$ cat src/rtl/ratio_div_pkg.sv
package ratio_div_pkg;

   localparam int RATIO_W = 5;

   // entry i of each set sits at bits [i*RATIO_W +: RATIO_W]
   localparam logic [4*RATIO_W-1:0] A_SET  = {5'd12, 5'd8, 5'd6, 5'd4};
   localparam logic [4*RATIO_W-1:0] B_SET  = {5'd10, 5'd8, 5'd6, 5'd4};
   localparam logic [4*RATIO_W-1:0] C_SET  = {5'd8,  5'd6, 5'd4, 5'd2};
   localparam logic [8*RATIO_W-1:0] FB_SET = {5'd20, 5'd16, 5'd12, 5'd8,
                                              5'd10, 5'd8,  5'd6,  5'd4};

   function automatic int gcd_f(input int a, input int b);
      int x;
      int y;
      int t;
      x = a;
      y = b;
      while (y != 0) begin
         t = x % y;
         x = y;
         y = t;
      end
      return x;
   endfunction

   function automatic int lcm_f(input int a, input int b);
      return (a / gcd_f(a, b)) * b;
   endfunction

   function automatic int min_f(input int a, input int b);
      return (a < b) ? a : b;
   endfunction

endpackage

$ cat src/rtl/div_lane.sv
module div_lane #(
   parameter int SEL_W = 2,
   parameter int RW    = 5,
   parameter logic [(2**SEL_W)*RW-1:0] RATIOS = '0
) (
   input  logic             clk,
   input  logic             rst_n,
   input  logic             run,
   input  logic             take,
   input  logic [SEL_W-1:0] sel_in,
   output logic             lane_out,
   output logic             at_end,
   output logic [SEL_W-1:0] sel_act
);

   localparam int NSEL = 2**SEL_W;

   generate
      for (genvar i = 0; i < NSEL; i++) begin : g_chk
         localparam logic [RW-1:0] R = RATIOS[i*RW +: RW];
         if (R < 2 || R[0]) begin : g_bad
            $error("div_lane: ratio %0d must be even and at least 2", R);
         end
      end
   endgenerate

   logic [SEL_W-1:0] sel_q;
   logic [SEL_W-1:0] sel_nxt;
   logic [RW-1:0]    cnt_q;
   logic [RW-1:0]    cnt_nxt;
   logic [RW-1:0]    cur_ratio;
   logic [RW-1:0]    nxt_ratio;
   logic             out_q;

   always_comb begin
      cur_ratio = RATIOS[sel_q*RW +: RW];
      sel_nxt   = take ? sel_in : sel_q;
      nxt_ratio = RATIOS[sel_nxt*RW +: RW];
      at_end    = (cnt_q == cur_ratio - 1'b1);
      cnt_nxt   = (!run || at_end) ? '0 : cnt_q + 1'b1;
   end

   always_ff @(posedge clk) begin
      if (!rst_n) begin
         sel_q <= '0;
         cnt_q <= '0;
         out_q <= 1'b0;
      end else begin
         sel_q <= sel_nxt;
         cnt_q <= cnt_nxt;
         out_q <= (cnt_nxt < (nxt_ratio >> 1));
      end
   end

   assign lane_out = out_q;
   assign sel_act  = sel_q;

   // a rising edge marks the first cycle of a period
   a_r5_rise_on_wrap: assert property (@(posedge clk) disable iff (!rst_n)
      $rose(out_q) |-> (cnt_q == '0));

   // the phase counter never leaves the active period
   a_r5_count_bound: assert property (@(posedge clk) disable iff (!rst_n)
      run |-> (cnt_q < cur_ratio));

endmodule

$ cat src/rtl/coin_warn.sv
module coin_warn #(
   parameter int SA_W = 2,
   parameter int SC_W = 2,
   parameter int RW   = 5,
   parameter logic [(2**SA_W)*RW-1:0] A_RATIOS = '0,
   parameter logic [(2**SC_W)*RW-1:0] C_RATIOS = '0
) (
   input  logic            clk,
   input  logic            rst_n,
   input  logic            run,
   input  logic            a_end,
   input  logic            c_end,
   input  logic [SA_W-1:0] sel_a_nxt,
   input  logic [SC_W-1:0] sel_c_nxt,
   output logic            sync_n
);

   localparam int NA = 2**SA_W;
   localparam int NC = 2**SC_W;
   localparam int NE = NA * NC;
   localparam int PW = 2 * RW;

   function automatic logic [NE*PW-1:0] mk_tbl(input bit want_period);
      logic [NE*PW-1:0] t;
      t = '0;
      for (int ia = 0; ia < NA; ia++) begin
         for (int ic = 0; ic < NC; ic++) begin
            int ra;
            int rc;
            ra = int'(A_RATIOS[ia*RW +: RW]);
            rc = int'(C_RATIOS[ic*RW +: RW]);
            t[(ia*NC + ic)*PW +: PW] = want_period ? PW'(ratio_div_pkg::lcm_f(ra, rc))
                                                   : PW'(ratio_div_pkg::min_f(ra, rc));
         end
      end
      return t;
   endfunction

   localparam logic [NE*PW-1:0] P_TBL = mk_tbl(1'b1);
   localparam logic [NE*PW-1:0] F_TBL = mk_tbl(1'b0);

   generate
      if (NE > 1024) begin : g_big
         $error("coin_warn: select space too large for a lookup table");
      end
   endgenerate

   logic [PW-1:0] ac_q;
   logic [PW-1:0] ac_nxt;
   logic [PW-1:0] per;
   logic [PW-1:0] fast;
   logic          sync_q;

   always_comb begin
      ac_nxt = (!run || (a_end && c_end)) ? '0 : ac_q + 1'b1;
      per    = P_TBL[{sel_a_nxt, sel_c_nxt}*PW +: PW];
      fast   = F_TBL[{sel_a_nxt, sel_c_nxt}*PW +: PW];
   end

   always_ff @(posedge clk) begin
      if (!rst_n) begin
         ac_q   <= '0;
         sync_q <= 1'b1;
      end else begin
         ac_q   <= ac_nxt;
         sync_q <= !(ac_nxt >= per - fast);
      end
   end

   assign sync_n = sync_q;

   // the cycle before A and C wrap together is always flagged
   a_r8_low_before_coin: assert property (@(posedge clk) disable iff (!rst_n)
      (run && a_end && c_end) |-> !sync_q);

   // no warning before the dividers start
   a_r10_idle_high: assert property (@(posedge clk) disable iff (!rst_n)
      !run |-> sync_q);

endmodule

$ cat src/rtl/ratio_div_bank.sv
module ratio_div_bank
   import ratio_div_pkg::*;
#(
   parameter int A_SEL_W  = 2,
   parameter int B_SEL_W  = 2,
   parameter int C_SEL_W  = 2,
   parameter int FB_SEL_W = 3,
   parameter int RW       = RATIO_W,
   parameter logic [(2**A_SEL_W)*RW-1:0]  A_RATIOS  = A_SET,
   parameter logic [(2**B_SEL_W)*RW-1:0]  B_RATIOS  = B_SET,
   parameter logic [(2**C_SEL_W)*RW-1:0]  C_RATIOS  = C_SET,
   parameter logic [(2**FB_SEL_W)*RW-1:0] FB_RATIOS = FB_SET
) (
   input  logic                clk,
   input  logic                rst_n,
   input  logic [A_SEL_W-1:0]  sel_a,
   input  logic [B_SEL_W-1:0]  sel_b,
   input  logic [C_SEL_W-1:0]  sel_c,
   input  logic [FB_SEL_W-1:0] sel_fb,
   output logic                div_a,
   output logic                div_b,
   output logic                div_c,
   output logic                div_fb,
   output logic                sync_n
);

   logic                run_q;
   logic                align;
   logic                take;
   logic                a_end, b_end, c_end, f_end;
   logic [A_SEL_W-1:0]  a_act;
   logic [B_SEL_W-1:0]  b_act;
   logic [C_SEL_W-1:0]  c_act;
   logic [FB_SEL_W-1:0] f_act;
   logic [A_SEL_W-1:0]  a_nxt;
   logic [C_SEL_W-1:0]  c_nxt;

   always_ff @(posedge clk) begin
      if (!rst_n) run_q <= 1'b0;
      else        run_q <= 1'b1;
   end

   assign align = run_q & a_end & b_end & c_end & f_end;
   assign take  = !run_q | align;
   assign a_nxt = take ? sel_a : a_act;
   assign c_nxt = take ? sel_c : c_act;

   div_lane #(.SEL_W(A_SEL_W), .RW(RW), .RATIOS(A_RATIOS)) u_lane_a (
      .clk(clk), .rst_n(rst_n), .run(run_q), .take(take), .sel_in(sel_a),
      .lane_out(div_a), .at_end(a_end), .sel_act(a_act));

   div_lane #(.SEL_W(B_SEL_W), .RW(RW), .RATIOS(B_RATIOS)) u_lane_b (
      .clk(clk), .rst_n(rst_n), .run(run_q), .take(take), .sel_in(sel_b),
      .lane_out(div_b), .at_end(b_end), .sel_act(b_act));

   div_lane #(.SEL_W(C_SEL_W), .RW(RW), .RATIOS(C_RATIOS)) u_lane_c (
      .clk(clk), .rst_n(rst_n), .run(run_q), .take(take), .sel_in(sel_c),
      .lane_out(div_c), .at_end(c_end), .sel_act(c_act));

   div_lane #(.SEL_W(FB_SEL_W), .RW(RW), .RATIOS(FB_RATIOS)) u_lane_fb (
      .clk(clk), .rst_n(rst_n), .run(run_q), .take(take), .sel_in(sel_fb),
      .lane_out(div_fb), .at_end(f_end), .sel_act(f_act));

   coin_warn #(.SA_W(A_SEL_W), .SC_W(C_SEL_W), .RW(RW),
               .A_RATIOS(A_RATIOS), .C_RATIOS(C_RATIOS)) u_warn (
      .clk(clk), .rst_n(rst_n), .run(run_q), .a_end(a_end), .c_end(c_end),
      .sel_a_nxt(a_nxt), .sel_c_nxt(c_nxt), .sync_n(sync_n));

   // every output rises on the start edge
   a_r6_start_together: assert property (@(posedge clk) disable iff (!rst_n)
      (run_q && !$past(run_q)) |-> (div_a && div_b && div_c && div_fb));

   // active selects hold between alignment edges
   a_r7_hold_selects: assert property (@(posedge clk) disable iff (!rst_n)
      (run_q && !align) |=> $stable({a_act, b_act, c_act, f_act}));

endmodule

$ cat config.mk
export PLATFORM = sky130hd
export DESIGN_NAME = ratio_div_bank
export DESIGN_NICKNAME = d
export VERILOG_FILES = /design/src/rtl/ratio_div_pkg.sv /design/src/rtl/div_lane.sv /design/src/rtl/coin_warn.sv /design/src/rtl/ratio_div_bank.sv
export SDC_FILE = /design/constraint.sdc
export NUM_CORES = 1
export LEC_CHECK = 0
export CAP_MARGIN = 20
export CORE_MARGIN = 2
export CORE_UTILIZATION = 47
export CTS_CLUSTER_SIZE = 40
export DETAILED_ROUTE_END_ITERATION = 10
export DONT_BUFFER_PORTS = 1
export PLACE_DENSITY_LB_ADDON = 0.08
export SLEW_MARGIN = 10
export SYNTH_ARGS = -nofsm -noshare
export SYNTH_HDL_FRONTEND = slang
export SYNTH_SLANG_ARGS = --single-unit
$ cat constraint.sdc
create_clock -name clk -period 5.45 [get_ports clk]
set_input_delay 1.09 -clock clk [delete_from_list [all_inputs] [get_ports clk]]
set_output_delay 1.09 -clock clk [all_outputs]
set_load 0.005 [all_outputs]
Word-level counts from Yosys, hierarchy flattened
Cells that the tools add are included.
- register bits: 45
- output and inout port bits: 5
- add/sub/neg operators: 10
- $mul: 9
- shifts and indexed selects: 10
- eq/ne operators: 4
- mux-type cells: 10
- reduce and logical (&&, ||, !) cells: 8
- bitwise operators: 5
- magnitude comparators: 5
- operators with widths (kind ; number):
    $shiftx 160x9->10 const A ; 2
    $shiftx 20x6->5 const A ; 6
    $shiftx 40x7->5 const A ; 2
    $mul 2x3->5 const B ; 6
    $add 5x1->5 const B ; 4
    $eq 5x5->1 ; 4
    $lt 5x4->1 ; 4
    $mux 5 ; 4
    $sub 5x1->5 const B ; 4
    $mul 3x3->6 const B ; 2
    $add 10x1->10 const B ; 1
    $ge 10x10->1 ; 1
    $mux 10 ; 1
    $sub 10x10->10 ; 1
    $mul 4x3->7 const B ; 1
    $mux 2 ; 3
    $logic_or 1x1->1 ; 5
    $and 1x1->1 ; 4
    $mux 3 ; 1
    $logic_not 1->1 ; 2
    $logic_and 1x1->1 ; 1
    $mux 1 ; 1
    $or 1x1->1 ; 1

Depth between registers and ports, before layout
- depth after elaboration: 15
- depth in mapped cells: 24

Hierarchy
From an unflattened synthesis, not the netlist that was laid out.
- cell total of the unflattened synthesis: 337
- area total of the unflattened synthesis: 3044.2 um^2
- modules (own cells, without submodules) (module ; cells an instance ; area an instance (um^2) ; sequential area each (um^2) ; times used):
    coin_warn ; 121 ; 949.7 ; 220.2 ; 1
    div_lane at u_lane_fb ; 64 ; 598.1 ; 180.2 ; 1
    div_lane at u_lane_a ; 52 ; 501.7 ; 160.2 ; 1
    div_lane at u_lane_c ; 46 ; 447.9 ; 160.2 ; 1
    div_lane at u_lane_b ; 47 ; 442.9 ; 160.2 ; 1
    ratio_div_bank ; 7 ; 103.8 ; 20.0 ; 1

Worst setup path after synthesis
OpenSTA, ideal clock, no wires.
- path kind: reg2reg
- start point: register u_lane_a.sel_q[0] (netlist: u_lane_a.sel_act[0])
- end point: register u_warn.sync_q (netlist: u_warn.sync_n)
- period minus slack after synthesis: 4608 ps
- setup time: 62 ps
- cell stages (with the launch flop): 21
- arrival time: 4546 ps
- setup slack: 842 ps
- path buffers: 2
- cell sequence: dfxtp_1 > clkbuf_1 > inv_1 > ha_1 > xor2_1 > a41oi_4 > nor2_2 > nand2_4 > buf_6 > mux2i_1 > inv_1 > ha_1 > mux2_4 > ha_1 > nor2b_1 > nor3_1 > ha_1 > ha_1 > a2111oi_0 > nand4_1 > nand3_1
- cells in the longest elaborated chain, start to end: 15
- elaborated cells between the ends (all ways): 20
- ends and longest elaborated chain (what ; RTL line ; RTL):
    start, declared ; div_lane.sv:27 ; logic [SEL_W-1:0] sel_q;
    start signal, assigned ; div_lane.sv:49 ; sel_q <= sel_nxt;
    $mul 2x3->5 (*) ; div_lane.sv:36 ; cur_ratio = RATIOS[sel_q*RW +: RW];
    $shiftx 20x6->5 (*) ; div_lane.sv:36 ;
    $sub 5x1->5 (*) ; div_lane.sv:39 ; at_end = (cnt_q == cur_ratio - 1'b1);
    $eq 5x5->1 (*) ; div_lane.sv:39 ;
    $and 1x1->1 (*) (4 in series) ; ratio_div_bank.sv:43 ; assign align = run_q & a_end & b_end & c_end & f_end;
    $or 1x1->1 (*) ; ratio_div_bank.sv:44 ; assign take = !run_q | align;
    $mux 2 (*) ; ratio_div_bank.sv:46 ; assign c_nxt = take ? sel_c : c_act;
    named net c_nxt[1] ; ratio_div_bank.sv:36 ; logic [C_SEL_W-1:0] c_nxt;
    $mul 4x3->7 (*) ; coin_warn.sv:56, coin_warn.sv:57 ;
    $shiftx 160x9->10 (on tied branches) ; coin_warn.sv:56, coin_warn.sv:57 ;
    $sub 10x10->10 (*) ; coin_warn.sv:66 ; sync_q <= !(ac_nxt >= per - fast);
    $ge 10x10->1 (*) ; coin_warn.sv:66 ;
    $logic_not 1->1 (*) ; coin_warn.sv:66 ;
    end signal, assigned ; coin_warn.sv:66 ;
    end, declared ; coin_warn.sv:52 ; logic sync_q;
The timed path passes the listed nets; every way through them passes the cells marked *.
A chain may end at the register's enable or synchronous reset.

Final worst setup path
- start point: register u_lane_c.sel_q[0] (netlist: u_lane_c.sel_act[0])
- end point: register u_warn.sync_q (netlist: u_warn.sync_n)
- cells in the longest elaborated chain, start to end: 13
- elaborated cells between the ends (all ways): 18
- ends and longest elaborated chain (what ; RTL line):
    start, declared ; div_lane.sv:27
    start signal, assigned ; div_lane.sv:49
    $mul 2x3->5 (*) ; div_lane.sv:36
    $shiftx 20x6->5 (*) ; div_lane.sv:36
    $sub 5x1->5 (*) ; div_lane.sv:39
    $eq 5x5->1 (*) ; div_lane.sv:39
    $and 1x1->1 (*) (2 in series) ; ratio_div_bank.sv:43
    $or 1x1->1 (*) ; ratio_div_bank.sv:44
    $mux 2 (*) ; ratio_div_bank.sv:46
    named net c_nxt[1] ; ratio_div_bank.sv:36
    $mul 4x3->7 (*) ; coin_warn.sv:56, coin_warn.sv:57
    $shiftx 160x9->10 (on tied branches) ; coin_warn.sv:56, coin_warn.sv:57
    $sub 10x10->10 (*) ; coin_warn.sv:66
    $ge 10x10->1 (*) ; coin_warn.sv:66
    $logic_not 1->1 (*) ; coin_warn.sv:66
Marks and branches as above.

==> impl_metrics.yaml <==
run_status:
  outcome: "completed"
clock_tree:
  post-cts-setup-buffers: 0
  root_buffer: "sky130_fd_sc_hd__clkbuf_8"
  clk-insertion-delay-late_ps: 300
  cts.path.max_buffers: 2
  cts.sinks: 45
  htree_levels: 2
  clock_pin_slew_on_the_worst_setup_and_hold_paths_ps: 90
  cts-hold-fix-buffers: 0
  cts-buffers-inserted: 5
  cts_tree: "done"
  cts_repair_resize_count: 0
global_routing:
  grt_overflow: 0
  largest_net_degree_at_the_start_of_global_routing: 33
  initial_antenna_violation_count: 0
  vias_in_the_first_global_route: 2474
  grt_first_pass_wirelength_um: 11400
  grt_util_all_layers: 0.192
setup_path:
  endpoint_kind: "flop"
  critPathBufInv: 2
  timing.critical_path.mode_cell: "sky130_fd_sc_hd__ha_1"
  cp_max_fo: 10
  crit_path_dat_ps: 5150
  cell_family_with_the_largest_share_of_critical_path_delay: "adder cells"
  setup.worst_path.class: "flop to flop"
  timing.critical_path.cells: "inv_1 > ha_1 > xor2_1 > xnor2_1 > a41oi_4 > nor2_2 > nand2_4 > mux2i_1 > inv_1 > ha_1 > mux2_4 > ha_1 > nor2b_1 > nor3_1 > ha_1 > ha_1 > a2111oi_0 > nand4_1 > nand3_1"
  cpMaxStageDelayCell: "sky130_fd_sc_hd__a2111oi_0"
  setup.worst_path.start_class: "flop"
  worst_ep_required_time_ps: 5700
  crit_path_max_incr_delay_ps: 550
cells_and_area:
  utilization: 0.520
  n_fill_cell: 639
  number_of_inserted_diodes: 0
  finish.net_count: 409
  post_route_cells_drive_above_1_share: 0.0782
  area_delta_synth_final_pct: 5.75
power:
  cellLeakagePower_nw: 1.50
  power.density_cell_area_mw_per_mm2: 229
  vdd_drop_max_uv: 120
logic_synthesis:
  yosys_register_bits: 45
  syn_inst: 356
  post_synth.cell_area_avg_um2: 8.92
  synthesis.yosys.warnings: 0
  ys_seq_area_frac: 0.284
  mappedNetlistNets: 408
  async_reset_ff_frac: 0
  synth_edf_count: 0
  ys_dominant_reg_cell: "sky130_fd_sc_hd__dfxtp_1"
  yosys.cell_types.count: 53
  synthesis.area_mm2: 0.00317
placed_design:
  buffer_ports.inserted: 0
  global_placement_routability_congestion: 0.848
  hpwl_um: 4980
drt:
  num_vias: 2400
  dr.max_layer_used: "met4"
  avgViaCountPerCell: 5.52
  dr_wl_met3_um: 140
  met2WireLength_um: 2950
  ant_nets: 0
  number_of_remaining_drc_errors: 0
  detail_route.wl_per_cell_um: 14.8
  postRouteWirelength_um: 6450
  m1WireLength_um: 3260
  detailedRoute.firstIterationViolations: 52
  drt_pass1_iterations: 4
timing:
  final.period_utilization: 0.898
  slew_headroom: 0.593
  fin_hold_viols: 0
  period_minus_ws_final_ps: 4900
  fin_worst_hold_slack_ps: 487
  timing_worst_slew_pin_value_ps: 606
  final.setup_skew_ps: 6.04
  timing.setup.tns_ps: 0
  report.final.slew_viol_count: 0
  fmax_ghz: 0.204
  rsz0062_at_grt: "false"
  timing.final.setup_violations: 0
floorplan:
  die_w_um: 86.2
  core_area_mm2: 0.00646
  die_h_um: 86.2
  initial_core_util: 0.491
  io-pin-count: 16
  die-area_mm2: 0.00743
  fp-row-count: 29
job:
  drv_cap: 0
min_path:
  hp-class: "flop to flop"
-- cells by family after synthesis --
family | count (synthesis) | share of synthesized area
mux | 11 | 0.0418
compound gates | 51 | 0.127
buf+inv | 23 | 0.0319
fa+ha+maj | 41 | 0.162
simple gates | 144 | 0.238
flops | 45 | 0.284
xor+xnor | 41 | 0.115
-- cell usage after synthesis (2+ instances only) --
cell type,count,share of area
sky130_fd_sc_hd__nand3b_1,2,0.0047
sky130_fd_sc_hd__a21oi_1,7,0.011
sky130_fd_sc_hd__mux2_2,3,0.011
sky130_fd_sc_hd__a21boi_1,2,0.0047
sky130_fd_sc_hd__a41oi_4,2,0.017
sky130_fd_sc_hd__nor2b_1,8,0.016
sky130_fd_sc_hd__a31oi_1,3,0.0059
sky130_fd_sc_hd__dfxtp_1,45,0.28
sky130_fd_sc_hd__inv_1,14,0.017
sky130_fd_sc_hd__nand4_1,5,0.0099
sky130_fd_sc_hd__ha_1,41,0.16
sky130_fd_sc_hd__xor2_1,22,0.061
sky130_fd_sc_hd__and3_1,15,0.030
sky130_fd_sc_hd__and2_1,14,0.028
sky130_fd_sc_hd__nand2b_1,4,0.0079
sky130_fd_sc_hd__o311ai_0,2,0.0055
sky130_fd_sc_hd__nor3_1,3,0.0047
sky130_fd_sc_hd__o31a_1,3,0.0083
sky130_fd_sc_hd__a311oi_1,2,0.0055
sky130_fd_sc_hd__clkbuf_1,6,0.0071
sky130_fd_sc_hd__nand4b_1,5,0.014
sky130_fd_sc_hd__buf_6,2,0.0071
sky130_fd_sc_hd__mux2i_1,4,0.013
sky130_fd_sc_hd__nor2_1,44,0.052
sky130_fd_sc_hd__o21ai_0,12,0.019
sky130_fd_sc_hd__o21a_1,2,0.0047
sky130_fd_sc_hd__nand2_1,18,0.021
sky130_fd_sc_hd__o21ai_1,2,0.0032
sky130_fd_sc_hd__xnor2_1,18,0.050
sky130_fd_sc_hd__nor2_2,2,0.0039
sky130_fd_sc_hd__nand3_1,18,0.028
sky130_fd_sc_hd__mux2_4,3,0.014
sky130_fd_sc_hd__o211ai_1,2,0.0047
sky130_fd_sc_hd__nor3b_1,2,0.0047
-- area by class of cell --
class / instances / area (um^2) / share of cell area
Clock buffer: 7 / 86.3 / 0.0257
Clock inverter: 1 / 30.0 / 0.00895
Inverter: 15 / 56.3 / 0.0168
Multi-Input combinational cell: 288 / 2170 / 0.647
Sequential cell: 45 / 901 / 0.268
Tap cell: 77 / 96.3 / 0.0287
Timing Repair Buffer: 2 / 15.0 / 0.00447
-- flip-flops by register name, indices dropped and copies added, names as in the netlist, 2 cells and up --
register	cells
u_lane_fb.cnt_q	5
u_lane_c.sel_act	2
u_lane_c.cnt_q	5
u_lane_b.cnt_q	5
u_lane_a.sel_act	2
u_lane_a.cnt_q	5
u_warn.ac_q	10
u_lane_fb.sel_act	3
u_lane_b.sel_act	2
-- metal layers --
layer | track usage | vias up
met3 | 0.0324 | 9
met2 | 0.321 | 21
met5 | 0 | -
met4 | 0.0625 | 0
met1 | 0.251 | 1123
li1 | - | 1247
-- where the power goes --
part | leakage (nW) | internal, mW | total (mW) | switching, mW
clock network | 0.0585 | 0.150 | 0.268 | 0.119
registers | 0.367 | 0.340 | 0.353 | 0.0125
logic | 1.07 | 0.0663 | 0.147 | 0.0804
total | 1.50 | 0.556 | 0.768 | 0.212
-- per-stage QoR --
| step | power (mW) | instance area, um^2 | instances | setup WS (ps) |
|---|---|---|---|---|
| 6_report | 0.768 | 3360 | 435 | 554 |
| 5_1_grt | 0.818 | 3360 | 435 | 98.9 |
| 4_1_cts | 0.779 | 3360 | 435 | 539 |
| 3_5_place_dp | 0.508 | 3240 | 427 | 567 |
| 3_3_place_gp | 0.507 | 3240 | 427 | 628 |
| 2_1_floorplan | 0.479 | 3170 | 356 | 842 |
-- path summary, 6_finish.rpt --
path / to / start / cells past startpoint / slack [ps]
hold reg to reg: u_lane_b.cnt_q[0]$_SDFF_PN0_ / u_lane_b.cnt_q[0]$_SDFF_PN0_ / 1 / 490
setup / recovery: u_warn.sync_n$_SDFF_PN1_ / u_lane_c.sel_act[0]$_SDFF_PN0_ / 19 / 550
setup reg to reg: u_warn.sync_n$_SDFF_PN1_ / u_lane_c.sel_act[0]$_SDFF_PN0_ / 19 / 550
hold / removal: u_lane_b.cnt_q[0]$_SDFF_PN0_ / u_lane_b.cnt_q[0]$_SDFF_PN0_ / 1 / 490
-- worst register-to-register path: cells and delay by family (launching register included) --
family                   cells  cell delay, ps
flip-flops                   1             420
AO/OA/AOI/OAI                2             800
adder cells (fa/ha/maj)      5            1490
AND/OR/NAND/NOR              6             910
multiplexers                 2             540
buffers and inverters        2             230
XOR/XNOR                     2             470
-- layout by cell type (no fill, tap or decap), types with 3 or more instances in the layout --
master	netlist	layout
sky130_fd_sc_hd__mux2i_1	4	4
sky130_fd_sc_hd__nand2_1	18	18
sky130_fd_sc_hd__mux2_2	3	3
sky130_fd_sc_hd__xor2_1	22	22
sky130_fd_sc_hd__nand3_1	18	18
sky130_fd_sc_hd__nand4b_1	5	5
sky130_fd_sc_hd__nor2b_1	8	8
sky130_fd_sc_hd__mux2_4	3	3
sky130_fd_sc_hd__clkbuf_8	0	6
sky130_fd_sc_hd__and2_1	14	14
sky130_fd_sc_hd__nand4_1	5	5
sky130_fd_sc_hd__a31oi_1	3	3
sky130_fd_sc_hd__nor3_1	3	3
sky130_fd_sc_hd__a21oi_1	7	7
sky130_fd_sc_hd__nor2_1	44	44
sky130_fd_sc_hd__inv_1	14	14
sky130_fd_sc_hd__ha_1	41	41
sky130_fd_sc_hd__o21ai_0	12	12
sky130_fd_sc_hd__o31a_1	3	3
sky130_fd_sc_hd__and3_1	15	15
sky130_fd_sc_hd__nand2b_1	4	4
sky130_fd_sc_hd__xnor2_1	18	18
sky130_fd_sc_hd__dfxtp_1	45	45
No activity file was read; power rests on OpenSTA's default activity.
